===== src/rtl/lbc_pkg.sv =====
package lbc_pkg;
  typedef struct packed {
    logic issue;
    logic redirect;
    logic complete;
    logic discard;
  } lbcStrobes_t;
endpackage


===== src/rtl/lbc_ctrl.sv =====
module lbc_ctrl
  import lbc_pkg::*;
(
  input  logic        clk,
  input  logic        rstN,
  input  logic        halted,
  input  logic        bundleValid,
  input  logic        nextPcValid,
  input  logic        genMatch,
  input  logic        lineMatch,
  input  logic        nextLineDiff,
  input  logic        restartValid,
  output logic        waitExec,
  output lbcStrobes_t st
);
  logic evaluate;

  always_comb begin
    evaluate    = !waitExec && !halted && bundleValid && !restartValid && genMatch;
    st.issue    = evaluate && lineMatch;
    st.redirect = evaluate && !lineMatch;
    st.complete = waitExec && nextPcValid;
    st.discard  = st.redirect || (st.complete && nextLineDiff);
  end

  always_ff @(posedge clk) begin
    if (!rstN)            waitExec <= 1'b0;
    else if (st.issue)    waitExec <= 1'b1;
    else if (st.complete) waitExec <= 1'b0;
  end

  p_halt_quiet_r9: assert property (@(posedge clk) disable iff (!rstN)
    (halted && !waitExec) |-> (!st.discard && !st.issue && !st.redirect));

  p_no_eval_in_restart_r6: assert property (@(posedge clk) disable iff (!rstN)
    restartValid |-> (!st.issue && !st.redirect));

  p_single_inflight_r7: assert property (@(posedge clk) disable iff (!rstN)
    (waitExec && !nextPcValid) |=> !st.issue);
endmodule


===== src/rtl/lbc_datapath.sv =====
module lbc_datapath
  import lbc_pkg::*;
#(
  parameter int PC_W       = 12,
  parameter int WORD_W     = 12,
  parameter int LINE_WORDS = 8,
  parameter int GEN_W      = 4,
  parameter logic [PC_W-1:0] RESET_PC = '0
)(
  input  logic                         clk,
  input  logic                         rstN,
  input  lbcStrobes_t                  st,
  input  logic [GEN_W-1:0]             bundleGen,
  input  logic [PC_W-1:0]              bundlePc,
  input  logic [LINE_WORDS*WORD_W-1:0] bundleData,
  input  logic [PC_W-1:0]              nextPc,
  output logic                         genMatch,
  output logic                         lineMatch,
  output logic                         nextLineDiff,
  output logic                         instValid,
  output logic [PC_W-1:0]              instPc,
  output logic [WORD_W-1:0]            instWord,
  output logic                         restartValid,
  output logic [GEN_W-1:0]             restartGen,
  output logic [PC_W-1:0]              restartPc
);
  localparam int OFF_W = $clog2(LINE_WORDS);

  logic [PC_W-1:0]   pc;
  logic [GEN_W-1:0]  gen;
  logic [WORD_W-1:0] lineWords [LINE_WORDS];
  logic [WORD_W-1:0] pickedWord;

  for (genvar k = 0; k < LINE_WORDS; k++) begin : g_unpack
    assign lineWords[k] = bundleData[k*WORD_W +: WORD_W];
  end

  always_comb begin
    pickedWord   = lineWords[pc[OFF_W-1:0]];
    genMatch     = (bundleGen == gen);
    lineMatch    = (bundlePc[PC_W-1:OFF_W] == pc[PC_W-1:OFF_W]);
    nextLineDiff = (nextPc[PC_W-1:OFF_W] != pc[PC_W-1:OFF_W]);
  end

  always_ff @(posedge clk) begin
    if (!rstN) begin
      pc           <= RESET_PC;
      gen          <= '0;
      instValid    <= 1'b0;
      instPc       <= '0;
      instWord     <= '0;
      restartValid <= 1'b0;
      restartGen   <= '0;
      restartPc    <= '0;
    end else begin
      instValid    <= st.issue;
      restartValid <= st.redirect;
      if (st.issue) begin
        instPc   <= pc;
        instWord <= pickedWord;
      end
      if (st.redirect) begin
        gen        <= gen + 1'b1;
        restartGen <= gen + 1'b1;
        restartPc  <= pc;
      end
      if (st.complete) pc <= nextPc;
    end
  end

  p_restart_pulse_r6: assert property (@(posedge clk) disable iff (!rstN)
    restartValid |=> !restartValid);

  p_redirect_out_r5: assert property (@(posedge clk) disable iff (!rstN)
    st.redirect |=> (restartValid && restartPc == $past(pc)
                     && restartGen == GEN_W'($past(gen) + 1'b1)));

  p_issue_out_r4: assert property (@(posedge clk) disable iff (!rstN)
    st.issue |=> (instValid && instPc == $past(pc)));

  p_pc_hold_r8: assert property (@(posedge clk) disable iff (!rstN)
    !st.complete |=> $stable(pc));
endmodule


===== src/rtl/line_bundle_consumer.sv =====
module line_bundle_consumer
  import lbc_pkg::*;
#(
  parameter int PC_W       = 12,
  parameter int WORD_W     = 12,
  parameter int LINE_WORDS = 8,
  parameter int GEN_W      = 4,
  parameter logic [PC_W-1:0] RESET_PC = '0
)(
  input  logic                         clk,
  input  logic                         rstN,
  input  logic                         halted,
  input  logic                         bundleValid,
  input  logic [GEN_W-1:0]             bundleGen,
  input  logic [PC_W-1:0]              bundlePc,
  input  logic [LINE_WORDS*WORD_W-1:0] bundleData,
  output logic                         bundleDiscard,
  output logic                         instValid,
  output logic [PC_W-1:0]              instPc,
  output logic [WORD_W-1:0]            instWord,
  input  logic                         nextPcValid,
  input  logic [PC_W-1:0]              nextPc,
  output logic                         restartValid,
  output logic [GEN_W-1:0]             restartGen,
  output logic [PC_W-1:0]              restartPc
);
  lbcStrobes_t st;
  logic genMatch, lineMatch, nextLineDiff, waitExec;

  lbc_ctrl ctrl_i (
    .clk(clk), .rstN(rstN), .halted(halted), .bundleValid(bundleValid),
    .nextPcValid(nextPcValid), .genMatch(genMatch), .lineMatch(lineMatch),
    .nextLineDiff(nextLineDiff), .restartValid(restartValid),
    .waitExec(waitExec), .st(st)
  );

  lbc_datapath #(
    .PC_W(PC_W), .WORD_W(WORD_W), .LINE_WORDS(LINE_WORDS),
    .GEN_W(GEN_W), .RESET_PC(RESET_PC)
  ) dp_i (
    .clk(clk), .rstN(rstN), .st(st), .bundleGen(bundleGen),
    .bundlePc(bundlePc), .bundleData(bundleData), .nextPc(nextPc),
    .genMatch(genMatch), .lineMatch(lineMatch), .nextLineDiff(nextLineDiff),
    .instValid(instValid), .instPc(instPc), .instWord(instWord),
    .restartValid(restartValid), .restartGen(restartGen), .restartPc(restartPc)
  );

  assign bundleDiscard = st.discard;

  p_discard_cause_r2: assert property (@(posedge clk) disable iff (!rstN)
    instValid |-> $past(!bundleDiscard));
endmodule


===== config.mk =====
export PLATFORM = sky130hd
export DESIGN_NAME = line_bundle_consumer
export DESIGN_NICKNAME = d
export VERILOG_FILES = /design/src/rtl/lbc_pkg.sv /design/src/rtl/lbc_ctrl.sv /design/src/rtl/lbc_datapath.sv /design/src/rtl/line_bundle_consumer.sv
export SDC_FILE = /design/constraint.sdc
export NUM_CORES = 1
export LEC_CHECK = 0
export ABC_CLOCK_PERIOD_IN_PS = 6700
export BUFFER_PORTS_ARGS = -buffer_cell sky130_fd_sc_hd__buf_2
export CORE_ASPECT_RATIO = 0.5
export CORE_UTILIZATION = 49
export CTS_BUF_LIST = sky130_fd_sc_hd__clkbuf_2 sky130_fd_sc_hd__clkbuf_4 sky130_fd_sc_hd__clkbuf_8
export CTS_CLUSTER_DIAMETER = 150
export DETAILED_ROUTE_END_ITERATION = 12
export PLACE_DENSITY = 0.88
export SETUP_SLACK_MARGIN = 0.4
export SYNTH_ARGS = -nofsm -noshare
export SYNTH_HDL_FRONTEND = slang
export SYNTH_HIERARCHICAL = 1
export SYNTH_SLANG_ARGS = --single-unit

===== constraint.sdc =====
create_clock -name clk -period 6.7 [get_ports clk]
set_clock_uncertainty 0.1 [all_clocks]
set_input_delay 0.335 -clock clk [delete_from_list [all_inputs] [get_ports clk]]
set_output_delay 0.335 -clock clk [all_outputs]
set_load 0.03 [all_outputs]

# Word-level counts from Yosys, hierarchy flattened
# Cells that the tools add are included.
[word_totals]
elab_cells = 33
ff_bits = 55
ram_bits = 0
in_bits = 129
out_inout_bits = 43
mem_count = 0
rom_bits = 0
latchBits = 0
[op_classes]
n_eq_ne = 3
n_bitwise = 1
n_shift = 0
n_mux = 5
mul = 0
order_cmp = 1
reduce_logical = 14
n_addsub = 1
div_mod_pow = 0
[op_table]
columns = ["operator", "n"]
rows = [
  ["binary-select mux 12 bit (select 3 bit)", 1],
  ["two-way mux 12 bit", 2],
  ["equality test 9 bit", 1],
  ["inequality test 9 bit", 1],
  ["logical AND 1 bit", 8],
  ["adder 4 x 1 -> 4 bit (second input constant)", 1],
  ["equality test 4 bit", 1],
  [">= comparator 4 bit (second input constant)", 1],
  ["zero test 1 bit", 4],
  ["NOT 3 -> 4 bit", 1],
  ["two-way mux 1 bit", 2],
  ["nonzero test 2 bit", 1],
  ["logical OR 1 bit", 1],
]

# Logic depth before layout (Yosys ltp)
# Gate-level depths: netlist (run 1).
[logic_depth]
word_depth = 7
ltp_mapped = 10
mapped_depth_nobuf = 8

# By module
# The synthesis (run 1) kept the hierarchy.
[modules_own_cells]
columns = ["module", "instances", "cells_each", "seq_area_each_um2", "area_each_um2"]
rows = [
  ["lbc_datapath", 1, 281, 1081.0, 2946.6],
  ["lbc_ctrl", 1, 12, 20.0, 93.8],
]

# Least setup slack after synthesis (run 1)
# Ideal clock, no wire load.
[synth_path]
path_type = "reg-to-reg"
start = "register, netlist name dp_i/restartGen[0]"
end = "register dp_i.instPc[1]"
synth_period_minus_slack_ps = 2607
setup_ps = 128
required_time_ps = 6472
stages_incl_launch_ff = 10
slack_ps = 4093
n_path_buf = 3
arrival_ps = 2380
path_cell_list = "dfxtp_1 xor2_1 nor4_1 or3b_4 nor3_1 clkbuf_2 buf_4 buf_4 mux2i_1 nor2_1"
[synth_lines]
columns = ["item", "line", "rtl"]
rows = [
  ["end signal: assignment", "lbc_datapath.sv:59", "instPc <= pc;"],
  ["end: declaration", "lbc_datapath.sv:21", "output logic [PC_W-1:0] instPc,"],
]

==> flow_metrics.py, run 1 <==
metrics = {
    "place": {
        "dp_slack_ps": 2980,
        "io_buffers": 168,
        "gp_congestion": 0.779,
        "dp_hpwl_um": 6160,
        "placed_area_mm2": 0.00387,
    },
    "timing": {
        "fmax_mhz": 268,
        "fin_ws_ps": 2970,
        "final-setup-viol-count": 0,
        "finalMaxSlewViolations": 0,
        "tns_ps": 0,
        "tightest_slew_ps": 1120,
        "timing.final.crit_share": 0.557,
        "slew_headroom": 0.248,
        "min_period_ps": 3730,
        "grt_setup_unrepaired": "no",
        "hold_viol": 0,
    },
    "setup_path": {
        "worstPathRequired_ps": 6830,
        "r2r-start": "dp_i/pc[7]$_SDFFE_PN0P_",
        "path_class": "flip-flop to flip-flop",
        "timing.rr.end": "dp_i/instWord[7]$_SDFFE_PN0P_",
        "endpoint_kind": "flip-flop",
        "crit_fanout": 21,
        "start_kind": "flip-flop",
        "reg2reg_setup_slack_ps": 2970,
        "ff2ff_path_depth": 9,
        "cp_data_arrival_time_ps": 3860,
    },
    "finish": {
        "stdcell_area_mm2": 0.00399,
        "drive_gt1_frac": 0.476,
        "fin_nets": 581,
        "syn_to_final_growth_pct": 31.4,
        "diodes": 0,
    },
    "grt": {
        "overflow": 0,
        "grt_pass1_wl_um": 12000,
        "antenna_found_initial": 0,
        "grt_max_degree": 40,
        "grt_use_total": 0.234,
        "grt_pass1_vias": 2559,
    },
    "floorplan": {
        "die_x_um": 113,
        "start_util": 0.531,
        "die_h_um": 57.7,
        "die_area_mm2": 0.00654,
        "ios": 172,
        "core_area_mm2": 0.00573,
        "row_count": 19,
    },
    "flow_run": {
        "cap_viol_max_count": 0,
    },
    "synth": {
        "ys_seq_area_frac": 0.362,
        "ys_types": 38,
        "synth_ff_type": "dfxtp_1",
        "syn_inst": 293,
        "synthMuxAreaShare": 0.296,
        "synth_compound_area_frac": 0.0658,
        "syn-cell-area_mm2": 0.00304,
        "avgSynthCellArea_um2": 10.4,
        "synth_fa_ha_area_frac": 0.00412,
        "yosys.area_share.simple": 0.147,
        "synth_top_family_by_area": "multiplexers",
        "synthXorXnorAreaFrac": 0.0720,
        "synth_warnings": 6,
        "synth-seq-cells": 55,
        "synth_edf_count": 0,
        "synthArstFlopShare": 0,
        "synth_fp_nets": 423,
    },
    "power": {
        "power_density_mw_per_mm2": 156,
        "vdd_ir_drop_max_uv": 103,
        "total_leakage_power_nw": 1.74,
    },
    "route": {
        "drt-total-wl_um": 7830,
        "drc": 0,
        "dr.first_iter.drc_count": 100,
        "ant_nets": 0,
        "vias": 2718,
        "wl_per_cell_um": 14.6,
        "vias_per_cell": 5.07,
        "firstDrtPassIters": 4,
    },
    "worst_hold_path": {
        "holdPathEnd": "dp_i/pc[2]$_SDFFE_PN0P_",
        "hp-start": "nextPc[2]",
        "hold_path.class": "input port to flip-flop",
        "hold_depth": 3,
    },
    "cts": {
        "numCtsBuffers": 5,
        "clk_pin_slew_worst_paths_ps": 110,
        "clockBufferDepth": 2,
        "ctsResizeCount": 0,
        "cts_num_sinks": 55,
        "cts_setup_buffers": 0,
        "cts_tree": "done",
        "cts_hold_buf": 0,
        "clkLatencyLatePin_ps": 320,
        "htreeDepth": 2,
        "root_buffer": "clkbuf_8",
    },
    "status": {
        "outcome": "finished clean",
    },
}
==> synth_stat cells, drive strengths merged, types with 6 or more instances <==
cell	instances	area [um2]
mux2	17	191
nand2b	6	37.5
xor2	15	131
clkbuf	7	28.8
nor2	39	146
xnor2	10	87.6
nand2	15	56.3
a221oi	8	70.1
mux2i	43	430
buf	14	124
mux4	12	278
a21oi	9	45.0
dfxtp	55	1100
nor2b	9	56.3
==> per-stage QoR <==
step,cells,total power [mW],hold slack (ps),util
4_1_cts,536,0.629,149,0.697
2_1_floorplan,293,0.358,362,-
3_3_place_gp,528,0.397,362,0.676
6_report,536,0.625,160,0.697
5_1_grt,536,0.650,166,0.697
3_5_place_dp,528,0.400,366,0.676
==> placed cells by master (no fill, tap or decap), types with 2 or more instances in the layout <==
cell type  synthesis  final
a21oi_1            9      9
a221oi_1           8      8
a31oi_1            3      3
and2_1             4      4
buf_2              4    168
buf_4              5      4
clkbuf_8           0      5
dfxtp_1           55     54
mux2_2            17     17
mux2i_1           43     43
mux4_1             2      2
mux4_2            10     10
nand2_1           15     15
nand2b_1           6      6
nand3_1            4      4
nand4_1            3      3
nor2_1            39     39
nor2b_1            9      9
nor3_2             0      2
nor4_1             3      3
o32a_1             3      3
xnor2_1           10     10
xor2_1            15     15
==> layout make-up <==
class	count	area, um2
multi-input combinational	215	1790
fill	471	1740
sequential	55	1100
timing repair buffer	172	871
tap	84	105
clock buffer	5	68.8
clock inverter	3	50.0
inverter	2	7.51
==> how the worst max path moves through the flow <==
| stage | end | startpoint | slack, ps | depth (start not counted) |
|---|---|---|---|---|
| 6_report | dp_i/instWord[7]$_SDFFE_PN0P_ | dp_i/pc[7]$_SDFFE_PN0P_ | 2970 | 9 |
| 5_1_grt | dp_i/instWord[7]$_SDFFE_PN0P_ | dp_i/pc[7]$_SDFFE_PN0P_ | 2610 | 9 |
| 4_1_cts | dp_i/instWord[7]$_SDFFE_PN0P_ | dp_i/pc[7]$_SDFFE_PN0P_ | 2950 | 9 |
| 3_5_place_dp | dp_i/instWord[7]$_SDFFE_PN0P_ | bundlePc[7] | 2980 | 10 |
| 3_3_place_gp | dp_i/instWord[7]$_SDFFE_PN0P_ | bundlePc[3] | 3080 | 10 |
| 2_1_floorplan | dp_i/instPc[1]$_SDFFE_PN0P_ | dp_i/restartGen[0]$_SDFFE_PN0P_ | 4090 | 9 |
==> state kept, by name, summed over array words and instances, names as in the netlist <==
name               cells
ctrl_i/waitExec        1
dp_i/instPc           12
dp_i/instValid         1
dp_i/instWord         12
dp_i/pc               12
dp_i/restartGen        4
dp_i/restartPc        12
dp_i/restartValid      1
==> cell families after synthesis <==
logic type / Yosys count
simple gates: 91
mux: 72
flops: 55
compound gates: 26
xor+xnor: 25
buf+inv: 23
fa+ha+maj: 1
==> power by group <==
group | leakage, nW | switching (mW) | internal (mW)
sequential | 0.443 | 0.000170 | 0.327
combinational | 1.23 | 0.0253 | 0.0399
clock | 0.0607 | 0.117 | 0.115
total | 1.74 | 0.143 | 0.482
==> worst max-delay path, stage by stage (launching register included) <==
cell     delay [ps]
dfxtp_1         450
xnor2_1         160
nand3_1         100
nor4_1          630
inv_1           120
nor3_2          930
buf_4           380
nand2_1         170
or3_1           400
a41oi_2         190
==> per-layer routing <==
| metal | vias up | part of all wire | global-route usage |
|---|---|---|---|
| met5 | - | 0 | 0 |
| met4 | 0 | 0.014 | 0.0564 |
| met3 | 10 | 0.041 | 0.0408 |
| met2 | 75 | 0.51 | 0.450 |
| met1 | 1273 | 0.43 | 0.277 |
| li1 | 1360 | - | - |
(Power assumes the default switching activity.)
==> run 2, diff against run 1 <==
Settings changed: ABC_CLOCK_PERIOD_IN_PS 6700 to 3300, CORE_UTILIZATION 49 to 41, PLACE_DENSITY 0.88 to 0.78.
Clock period 6.7 ns to 3.3 ns, I/O delays scaled along.
==> run 2 against run 1 <==
Total power grew 92%. Critical path depth shrank 1. Cell area grew 2.4%. First-iteration DRC count grew 28%. Hold slack lost 150 ps. Sequential power grew 100%. Global-route usage shrank 2.5 points. Utilization shrank 11 points. Clock-buffer cell count is the same. Largest cell class unchanged. Highest routed layer unchanged.
==> flow_metrics.py, run 2 (synthesis gave the netlist of run 1 again) <==
metrics = {
    "status": {
        "outcome": "finished clean",
    },
    "grt": {
        "overflow": 0,
        "grt_use_total": 0.209,
        "grt_pass1_wl_um": 12600,
        "antenna_found_initial": 0,
        "grt_max_degree": 29,
        "grt_pass1_vias": 2650,
    },
    "route": {
        "firstDrtPassIters": 4,
        "ant_nets": 0,
        "vias": 2788,
        "wl_per_cell_um": 15.0,
        "drc": 0,
        "vias_per_cell": 5.01,
        "dr.first_iter.drc_count": 128,
        "drt-total-wl_um": 8330,
    },
    "setup_path": {
        "start_kind": "flip-flop",
        "endpoint_kind": "flip-flop",
        "crit_fanout": 11,
        "worstPathRequired_ps": 3430,
        "ff2ff_path_depth": 8,
        "path_class": "flip-flop to flip-flop",
        "cp_data_arrival_time_ps": 2840,
    },
    "place": {
        "placed_area_mm2": 0.00394,
        "gp_congestion": 0.801,
        "io_buffers": 168,
        "dp_hpwl_um": 6640,
    },
    "cts": {
        "root_buffer": "clkbuf_8",
        "cts_tree": "done",
        "numCtsBuffers": 5,
        "clkLatencyLatePin_ps": 320,
        "clockBufferDepth": 2,
        "htreeDepth": 2,
        "cts_setup_buffers": 0,
        "cts_num_sinks": 55,
        "clk_pin_slew_worst_paths_ps": 110,
    },
    "finish": {
        "drive_gt1_frac": 0.477,
        "fin_nets": 594,
        "syn_to_final_growth_pct": 34.6,
        "layout_common_cells": "buf_2, dfxtp_1, mux2i_1",
        "diodes": 0,
        "stdcell_area_mm2": 0.00409,
        "mostFrequentLayoutCell": "buf_2",
        "num-fill-cells": 626,
    },
    "timing": {
        "tightest_slew_ps": 790,
        "min_period_ps": 2710,
        "fmax_mhz": 370,
        "grt_setup_unrepaired": "no",
        "slew_headroom": 0.470,
        "finalMaxSlewViolations": 0,
        "timing.final.crit_share": 0.820,
        "hold_viol": 0,
        "final-setup-viol-count": 0,
        "tns_ps": 0,
    },
    "floorplan": {
        "ios": 172,
        "start_util": 0.440,
        "die_area_mm2": 0.00778,
        "die_x_um": 124,
        "core_area_mm2": 0.00691,
        "row_count": 21,
        "die_h_um": 62.9,
    },
    "power": {
        "vdd_ir_drop_max_uv": 188,
        "power_density_mw_per_mm2": 293,
        "report.power.total_mw": 1.20,
        "total_leakage_power_nw": 1.78,
    },
    "worst_hold_path": {
        "hold_depth": 3,
        "hold_path.class": "input port to flip-flop",
    },
    "flow_run": {
        "cap_viol_max_count": 0,
    },
}
## run 2: cell types whose count changed in the layout (fill, tap and decap cells not counted)
cell and delta:
buf_4 +7, dlygate4sd3_1 +6, bufinv_16 -1, clkinvlp_4 +1
inv_6 +1, inv_8 -1
## run 2: area by class of cell
cell class | count | area [um2] | share of cell area
Clock buffer | 5 | 68.8 | 0.0168
Multi-Input combinational cell | 215 | 1790 | 0.437
Inverter | 2 | 7.51 | 0.00183
Sequential cell | 55 | 1100 | 0.269
Clock inverter | 3 | 25.0 | 0.00612
Tap cell | 92 | 115 | 0.0281
Timing Repair Buffer | 185 | 983 | 0.240
## run 2: path summary, 6_finish.rpt
kind / from / endpoint / slack (ps)
hold reg to reg: dp_i/instPc[2]$_SDFFE_PN0P_ / dp_i/instPc[2]$_SDFFE_PN0P_ / 390
setup / recovery: dp_i/restartGen[0]$_SDFFE_PN0P_ / dp_i/instWord[7]$_SDFFE_PN0P_ / 590
hold / removal: nextPc[4] / dp_i/pc[4]$_SDFFE_PN0P_ / 10
setup reg to reg: dp_i/restartGen[0]$_SDFFE_PN0P_ / dp_i/instWord[7]$_SDFFE_PN0P_ / 590
## run 2: per-stage QoR
| step | hold WS, ps | worst slack, ps | utilization | std cells |
|---|---|---|---|---|
| floorplan | 192 | 693 | - | 293 |
| global placement | 301 | 680 | 0.570 | 543 |
| detailed placement | 307 | 596 | 0.570 | 543 |
| CTS | 0.422 | 564 | 0.592 | 557 |
| global route | 2.46 | 454 | 0.592 | 557 |
| finish | 11.9 | 594 | 0.592 | 557 |
## run 2: critical path, cell delays in order, from the launching register on
cell     delay (ps)
dfxtp_1         380
xor2_1          180
nor4_1          260
or3b_4          450
nor3_2          290
buf_4           240
and2_1          360
nand3_1         160
a41oi_2         210
## run 2: metal layers
metal | part of all wire | track usage | routed length, um
met5 | 0 | 0 | 0
met4 | 0.018 | 0.0723 | 149
met3 | 0.052 | 0.0328 | 430
met2 | 0.51 | 0.384 | 4290
met1 | 0.42 | 0.245 | 3460
## run 2: where the power goes
group,leakage [nW],internal [mW],switching (mW)
registers,0.443,0.664,0.000316
logic,1.30,0.0859,0.0542
clock network,0.0452,0.155,0.240
total,1.78,0.905,0.294
## run 2: timing repair
item	4_1_cts	5_1_grt
hold buffers	6	0
endpoints found under the hold margin	6	0
resized for setup	0	0
